--- config.mk ---
export PLATFORM = sky130hd
export DESIGN_NAME = phase_cmp3
export DESIGN_NICKNAME = d
export VERILOG_FILES = /design/src/rtl/phase_cmp3_pkg.sv /design/src/rtl/pc3_edge_sync.sv /design/src/rtl/pc3_tristate_det.sv /design/src/rtl/pc3_setclr_det.sv /design/src/rtl/phase_cmp3.sv
export SDC_FILE = /design/constraint.sdc
export NUM_CORES = 1
export LEC_CHECK = 0
export ABC_AREA = 1
export BUFFER_PORTS_ARGS = -buffer_cell sky130_fd_sc_hd__buf_2
export CAP_MARGIN = 20
export CORE_MARGIN = 2
export CORE_UTILIZATION = 30
export DETAILED_ROUTE_END_ITERATION = 8
export PLACE_DENSITY = 0.48
export SLEW_MARGIN = 10
export SYNTH_ARGS = -nofsm -noshare
export SYNTH_HDL_FRONTEND = slang
export SYNTH_HIERARCHICAL = 1
export SYNTH_SLANG_ARGS = --single-unit
--- constraint.sdc ---
create_clock -name clk -period 1.4 [get_ports clk]
set_input_delay 0.14 -clock clk [delete_from_list [all_inputs] [get_ports clk]]
set_output_delay 0.14 -clock clk [all_outputs]
set_load 0.1 [all_outputs]
--- src/rtl/phase_cmp3_pkg.sv ---
package phase_cmp3_pkg;
  typedef enum logic [1:0] {
    SEL_XOR  = 2'd0,
    SEL_EDGE = 2'd1,
    SEL_SR   = 2'd2,
    SEL_RSV  = 2'd3
  } lf_sel_e;
endpackage

--- src/rtl/pc3_edge_sync.sv ---
module pc3_edge_sync #(
  parameter int STAGES = 2
) (
  input  logic clk,
  input  logic rst_n,
  input  logic din,
  output logic level,
  output logic rise
);
  logic [STAGES-1:0] chain_q, chain_d;
  logic              last_q, last_d;

  for (genvar i = 0; i < STAGES; i++) begin : g_stage
    if (i == 0) begin : g_first
      always_comb chain_d[i] = din;
    end else begin : g_next
      always_comb chain_d[i] = chain_q[i-1];
    end
  end

  assign level  = chain_q[STAGES-1];
  assign last_d = level;
  assign rise   = level & ~last_q;

  always_ff @(posedge clk or negedge rst_n) begin
    if (!rst_n) begin
      chain_q <= '0;
      last_q  <= 1'b0;
    end else begin
      chain_q <= chain_d;
      last_q  <= last_d;
    end
  end

  assert_rise_single_R8: assert property (@(posedge clk) disable iff (!rst_n)
    rise |=> !rise);
endmodule

--- src/rtl/pc3_tristate_det.sv ---
module pc3_tristate_det (
  input  logic clk,
  input  logic rst_n,
  input  logic ref_rise,
  input  logic fb_rise,
  output logic drv_oe,
  output logic drv_val,
  output logic locked
);
  logic up_q, up_d, dn_q, dn_d;
  logic want_up, want_dn;

  always_comb begin
    want_up = up_q | ref_rise;
    want_dn = dn_q | fb_rise;
    up_d    = want_up & ~want_dn;
    dn_d    = want_dn & ~want_up;
  end

  always_ff @(posedge clk or negedge rst_n) begin
    if (!rst_n) begin
      up_q <= 1'b0;
      dn_q <= 1'b0;
    end else begin
      up_q <= up_d;
      dn_q <= dn_d;
    end
  end

  assign drv_oe  = up_q | dn_q;
  assign drv_val = up_q;
  assign locked  = ~(up_q | dn_q);

  assert_no_dual_drive_R3: assert property (@(posedge clk) disable iff (!rst_n)
    !(up_q && dn_q));
  assert_up_start_R3: assert property (@(posedge clk) disable iff (!rst_n)
    (ref_rise && !fb_rise && !dn_q) |=> (drv_oe && drv_val));
  assert_dn_start_R4: assert property (@(posedge clk) disable iff (!rst_n)
    (fb_rise && !ref_rise && !up_q) |=> (drv_oe && !drv_val));
  assert_both_release_R6: assert property (@(posedge clk) disable iff (!rst_n)
    (ref_rise && fb_rise) |=> locked);
  assert_up_hold_R10: assert property (@(posedge clk) disable iff (!rst_n)
    (up_q && !fb_rise) |=> (drv_oe && drv_val));
endmodule

--- src/rtl/pc3_setclr_det.sv ---
module pc3_setclr_det (
  input  logic clk,
  input  logic rst_n,
  input  logic ref_rise,
  input  logic fb_rise,
  output logic sr_out
);
  logic sr_q, sr_d;

  always_comb begin
    sr_d = sr_q;
    if (ref_rise && !fb_rise) sr_d = 1'b1;
    else if (fb_rise && !ref_rise) sr_d = 1'b0;
  end

  always_ff @(posedge clk or negedge rst_n) begin
    if (!rst_n) sr_q <= 1'b0;
    else        sr_q <= sr_d;
  end

  assign sr_out = sr_q;

  assert_sr_hold_R6: assert property (@(posedge clk) disable iff (!rst_n)
    (ref_rise == fb_rise) |=> $stable(sr_out));
  assert_sr_set_R7: assert property (@(posedge clk) disable iff (!rst_n)
    (ref_rise && !fb_rise) |=> sr_out);
  assert_sr_clr_R7: assert property (@(posedge clk) disable iff (!rst_n)
    (fb_rise && !ref_rise) |=> !sr_out);
endmodule

--- src/rtl/phase_cmp3.sv ---
module phase_cmp3
  import phase_cmp3_pkg::*;
#(
  parameter int SYNC_STAGES = 2
) (
  input  logic       clk,
  input  logic       rst_n,
  input  logic       ref_in,
  input  logic       fb_in,
  input  logic [1:0] mode,
  output logic       xor_out,
  output logic       tri_oe,
  output logic       tri_val,
  output logic       lock_out,
  output logic       sr_out,
  output logic       lf_oe,
  output logic       lf_val
);
  logic ref_lvl, ref_rise, fb_lvl, fb_rise;
  logic xor_q, xor_d;
  lf_sel_e sel;

  pc3_edge_sync #(.STAGES(SYNC_STAGES)) u_ref_sync (
    .clk(clk), .rst_n(rst_n), .din(ref_in), .level(ref_lvl), .rise(ref_rise));
  pc3_edge_sync #(.STAGES(SYNC_STAGES)) u_fb_sync (
    .clk(clk), .rst_n(rst_n), .din(fb_in), .level(fb_lvl), .rise(fb_rise));

  pc3_tristate_det u_edge_det (
    .clk(clk), .rst_n(rst_n), .ref_rise(ref_rise), .fb_rise(fb_rise),
    .drv_oe(tri_oe), .drv_val(tri_val), .locked(lock_out));

  pc3_setclr_det u_sr_det (
    .clk(clk), .rst_n(rst_n), .ref_rise(ref_rise), .fb_rise(fb_rise),
    .sr_out(sr_out));

  assign xor_d = ref_lvl ^ fb_lvl;

  always_ff @(posedge clk or negedge rst_n) begin
    if (!rst_n) xor_q <= 1'b0;
    else        xor_q <= xor_d;
  end

  assign xor_out = xor_q;
  assign sel     = lf_sel_e'(mode);

  always_comb begin
    unique case (sel)
      SEL_XOR: begin lf_val = xor_q;   lf_oe = 1'b1;   end
      SEL_SR:  begin lf_val = sr_out;  lf_oe = 1'b1;   end
      default: begin lf_val = tri_val; lf_oe = tri_oe; end
    endcase
  end

  assert_lf_xor_R9: assert property (@(posedge clk) disable iff (!rst_n)
    (mode == 2'd0) |-> (lf_oe && lf_val == xor_out));
  assert_lf_sr_R9: assert property (@(posedge clk) disable iff (!rst_n)
    (mode == 2'd2) |-> (lf_oe && lf_val == sr_out));
  assert_lf_rsv_R9: assert property (@(posedge clk) disable iff (!rst_n)
    (mode == 2'd3) |-> (lf_oe == tri_oe && lf_val == tri_val));
  assert_lock_float_R5: assert property (@(posedge clk) disable iff (!rst_n)
    lock_out |-> (mode != 2'd1 || !lf_oe));
endmodule

Word-level counts from Yosys, hierarchy flattened

Cells that the tools add are included.

Output and inout port bits: 7
Flip-flop bits (word level): 10

Equal/unequal tests: 1
Reductions and logical operators: 7
Bitwise gates (word level): 13
Multiplexer cells: 4

Operators with widths:

| cell                                  | count |
|---|---|
| 1-bit NOT                             | 5 |
| 1-bit bitwise AND                     | 4 |
| 1-bit two-way mux                     | 3 |
| 1-bit bitwise OR                      | 3 |
| 2-bit == test (second input constant) | 1 |
| 1-bit logical AND                     | 2 |
| 1-bit logical NOT                     | 2 |
| 2-bit logical NOT                     | 1 |
| 1-bit one-hot mux with 2 select lines | 1 |
| 2-bit nonzero test                    | 1 |
| 2-bit OR reduction                    | 1 |
| 1-bit XOR                             | 1 |

Logic depth before layout (Yosys ltp)

Depth after elaboration: 6
Mapped depth: 7
Gate-level depth less buffers: 7

Modules after synthesis

Netlist, hierarchy kept.

By module, submodules not included:

| module           | instances | cells each | area an instance (µm²) |
|---|---|---|---|
| pc3_edge_sync    | 2         | 5          | 85.1 |
| pc3_tristate_det | 1         | 14         | 97.6 |
| phase_cmp3       | 1         | 9          | 65.1 |
| pc3_setclr_det   | 1         | 7          | 56.3 |

Least setup slack after synthesis

Ideal clock, no wire load.

Kind: register -> output
Start: register u_edge_det.up_q (netlist: u_edge_det/drv_val)
End: output port lf_oe
Required time: 1,260 ps
Path buffers: 0
Data arrival time: 3,250 ps
Stages on the path, launching flop included: 4
Slack: -1,990 ps
Path through: dfrtp_1 -> nor2_2 -> inv_1 -> or2_1

Word-level cells in the longest chain between the ends: 2

Ends and longest elaborated chain:

| item                   | line                   | text |
|---|---|---|
| from (decl)            | pc3_tristate_det.sv:10 | `logic up_q, up_d, dn_q, dn_d;` |
| from (signal assigned) | pc3_tristate_det.sv:25 | `up_q <= up_d;` |
| 1-bit bitwise OR       | pc3_tristate_det.sv:30 | `assign drv_oe = up_q \| dn_q;` |
| named net tri_oe       | phase_cmp3.sv:12       | `output logic tri_oe,` |
| 1-bit two-way mux      | phase_cmp3.sv:47       | `unique case (sel)` |
| to (decl)              | phase_cmp3.sv:16       | `output logic lf_oe,` |

The timed path passes the listed nets, and every way through them passes these cells.

Worst setup path in the final report

Start: register u_edge_det.up_q (netlist: u_edge_det/drv_val)
End: output port lf_oe

Word-level cells in the longest chain between the ends: 2

Ends and longest elaborated chain:

| item              | line |
|---|---|
| 1-bit bitwise OR  | pc3_tristate_det.sv:30 |
| 1-bit two-way mux | phase_cmp3.sv:47 |

Every way passes these cells.

==> run metrics <==
outcome=finished with violations; failing checks=setup timing; syn avg cell area=9.728 um^2; total track usage=10.01%; final slew viol count=0; worst endpoint required time=1.26 ns; CTS tree=done; Critical Path Start Type=register; gpl congestion=0.6201; first-pass GRT wire length=1000 um; ANT nets after route=0; Die W=40.02 um; Rel. slew slack=67.82%; Crit path buffers/inverters=2; Hold Path Class=primary input to asynchronous set/reset pin; f_max=0.6653 GHz; syn_nets=47; GRT overflow=0; WHS=0.2523 ns; CP cell instances=nor2_4 > clkinvlp_4 > or2_4 > buf_12; RSZ-0062 raised after global routing=yes; post-DP HPWL=492 um; total CTS buffers=3; largest net degree at the start of global routing=11; sequential cell area=256.5 um^2; Core Region=1156 um^2; input/output buffers=12; post-layout util=52.81%; Setup crit end kind=primary output; Clock Tree Buf Depth=2; final setup margin=-0.1031 ns; placed cell areas=526.8 um^2; Iter 0 DRT Violations=0; vias=298; post-DR vias/cell=3.973; warnings from Yosys=6; Syn-to-layout area delta=56.91%; Netlist cell types=9; Worst-Margin Slew=0.4860 ns; Avg WL per Cell=8.773 um; MaxCap Viol Count=0; Slowest cell on crit path=dfrtp_4; Netlist Area Pre-Place=389.1 um^2; initial antenna violation count=0; Leak=0.3194 nW; initial core utilization=33.66%; Die Span Y=40.02 um; CTS root buf=clkbuf_4; DRC viols=0; Setup Skew=0.005425 ns; sequential element share of the synthesized area=64.31%; fin cells=75; Pre-Repair DR Iteration Count=1; Fill cells=103; Reg clk slew, reported paths=0.07 ns; dpl ws=0.04722 ns; kind of critical path=register to primary output; Placed Cells=67; Final setup viols=1; FP Rows=12; Met3 Routed Length=57 um; Post-Synthesis Cells=40; routed length on met2=338 um; drt total wl=658 um; Synth Register Bits=10; final hold violations=0; number of global-route vias before repair=296; layout cell share with drive strength beyond 1=44.26%; highest routed metal layer=met3; Peak VDD IR=0.5661 mV; fin area=610.6 um^2; CP max FO=2; PwrDens=1590 nW/um^2; TNS Setup=-0.1031 ns; n_diodes=0; met1 WL=262 um; H-tree depth=1; die area=1601 um^2; clock latency on the worst-skew pair=0.26 ns; crit path time final=1.503 ns; CTS Sinks=10; CP max stage delay=0.49 ns; period utilization=107.4%; setup slack, reg-to-reg=0.28 ns; Multi-input gate area=116.4 um^2; Worst EP arrival=1.36 ns; Total Power=970.5 uW; layout net count=69; delay-heaviest family, CP=flip-flops; I/O pin cnt=13
[routing by layer]
metal	track usage, %	vias up
met5	0	-
met4	10.34	0
met3	1.667	0
met2	17.74	12
met1	9.253	131
li1	-	155
[state kept, by name, indices dropped and copies added (netlist names)]
| name | cells |
|---|---|
| u_edge_det/dn_q | 1 |
| u_edge_det/drv_val | 1 |
| u_fb_sync/chain_q | 2 |
| u_fb_sync/last_q | 1 |
| u_ref_sync/chain_q | 2 |
| u_ref_sync/last_q | 1 |
| u_sr_det/sr_out | 1 |
| xor_out | 1 |
[cells in the final DEF (no fill, tap or decap)]
cell           synthesis  final
buf_2                  0      8
dlygate4sd3_1          0      3
nand3_1                2      1
nor2_4                 0      1
nand2_1                7      6
clkinvlp_4             0      1
nor2_2                 3      2
clkbuf_4               0      4
dfrtp_1               10      7
clkbuf_1               0      1
inv_1                 10      9
xor2_1                 1      1
buf_12                 0      3
or2_4                  0      1
nor2_1                 5      5
dfrtp_4                0      1
nand2_2                0      1
ha_1                   1      1
dfrtp_2                0      2
buf_4                  0      2
nand3_2                0      1
[worst paths after layout]
path / from / end / depth (start not counted)
max in group asynchronous: rst_n / u_edge_det/drv_val / 2
hold reg to reg: u_fb_sync/chain_q[0] / u_fb_sync/chain_q[1] / 0
setup reg to reg: u_fb_sync/chain_q[1] / u_sr_det/sr_out / 7
setup / recovery: u_edge_det/drv_val / lf_oe / 4
min in group clk: u_fb_sync/chain_q[0] / u_fb_sync/chain_q[1] / 0
hold / removal: rst_n / u_ref_sync/chain_q[0] / 2
[repair_timing]
item | 4_1_cts | 5_1_grt
setup endpoints to repair | 2 | 4
hold endpoints to repair | 12 | 0
hold buffers | 3 | 0
setup buffers | 1 | 0
pin swaps | 1 | 2
gates resized for setup | 4 | 2
[cell families after synthesis]
| family | synth area share, % |
|---|---|
| flip-flops | 64.31 |
| XOR/XNOR | 2.251 |
| adder cells (fa/ha/maj) | 3.215 |
| buffers and inverters | 9.647 |
| AND/OR/NAND/NOR | 20.58 |
[Yosys cell counts (all sizes together)]
library cell / instances / area [um^2]
dfrtp: 10 / 250.2
ha: 1 / 12.51
inv: 10 / 37.54
nand2: 7 / 26.28
nand3: 2 / 10.01
nor2: 8 / 37.54
or2: 1 / 6.260
xor2: 1 / 8.760
[where the power goes]
| group | internal [mW] | switching [mW] |
|---|---|---|
| Clock | 0.110 | 0.0947 |
| Sequential | 0.317 | 0.0186 |
| Combinational | 0.123 | 0.307 |
[cell type report]
cell class,instances,area share (%)
clock buffers,4,4.303
repair buffers,17,25.00
well taps,14,2.869
inverters,10,6.762
flip-flops and latches,10,42.01
multi-input cells,20,19.06
Note: power is estimated with default switching activity, not from simulation.
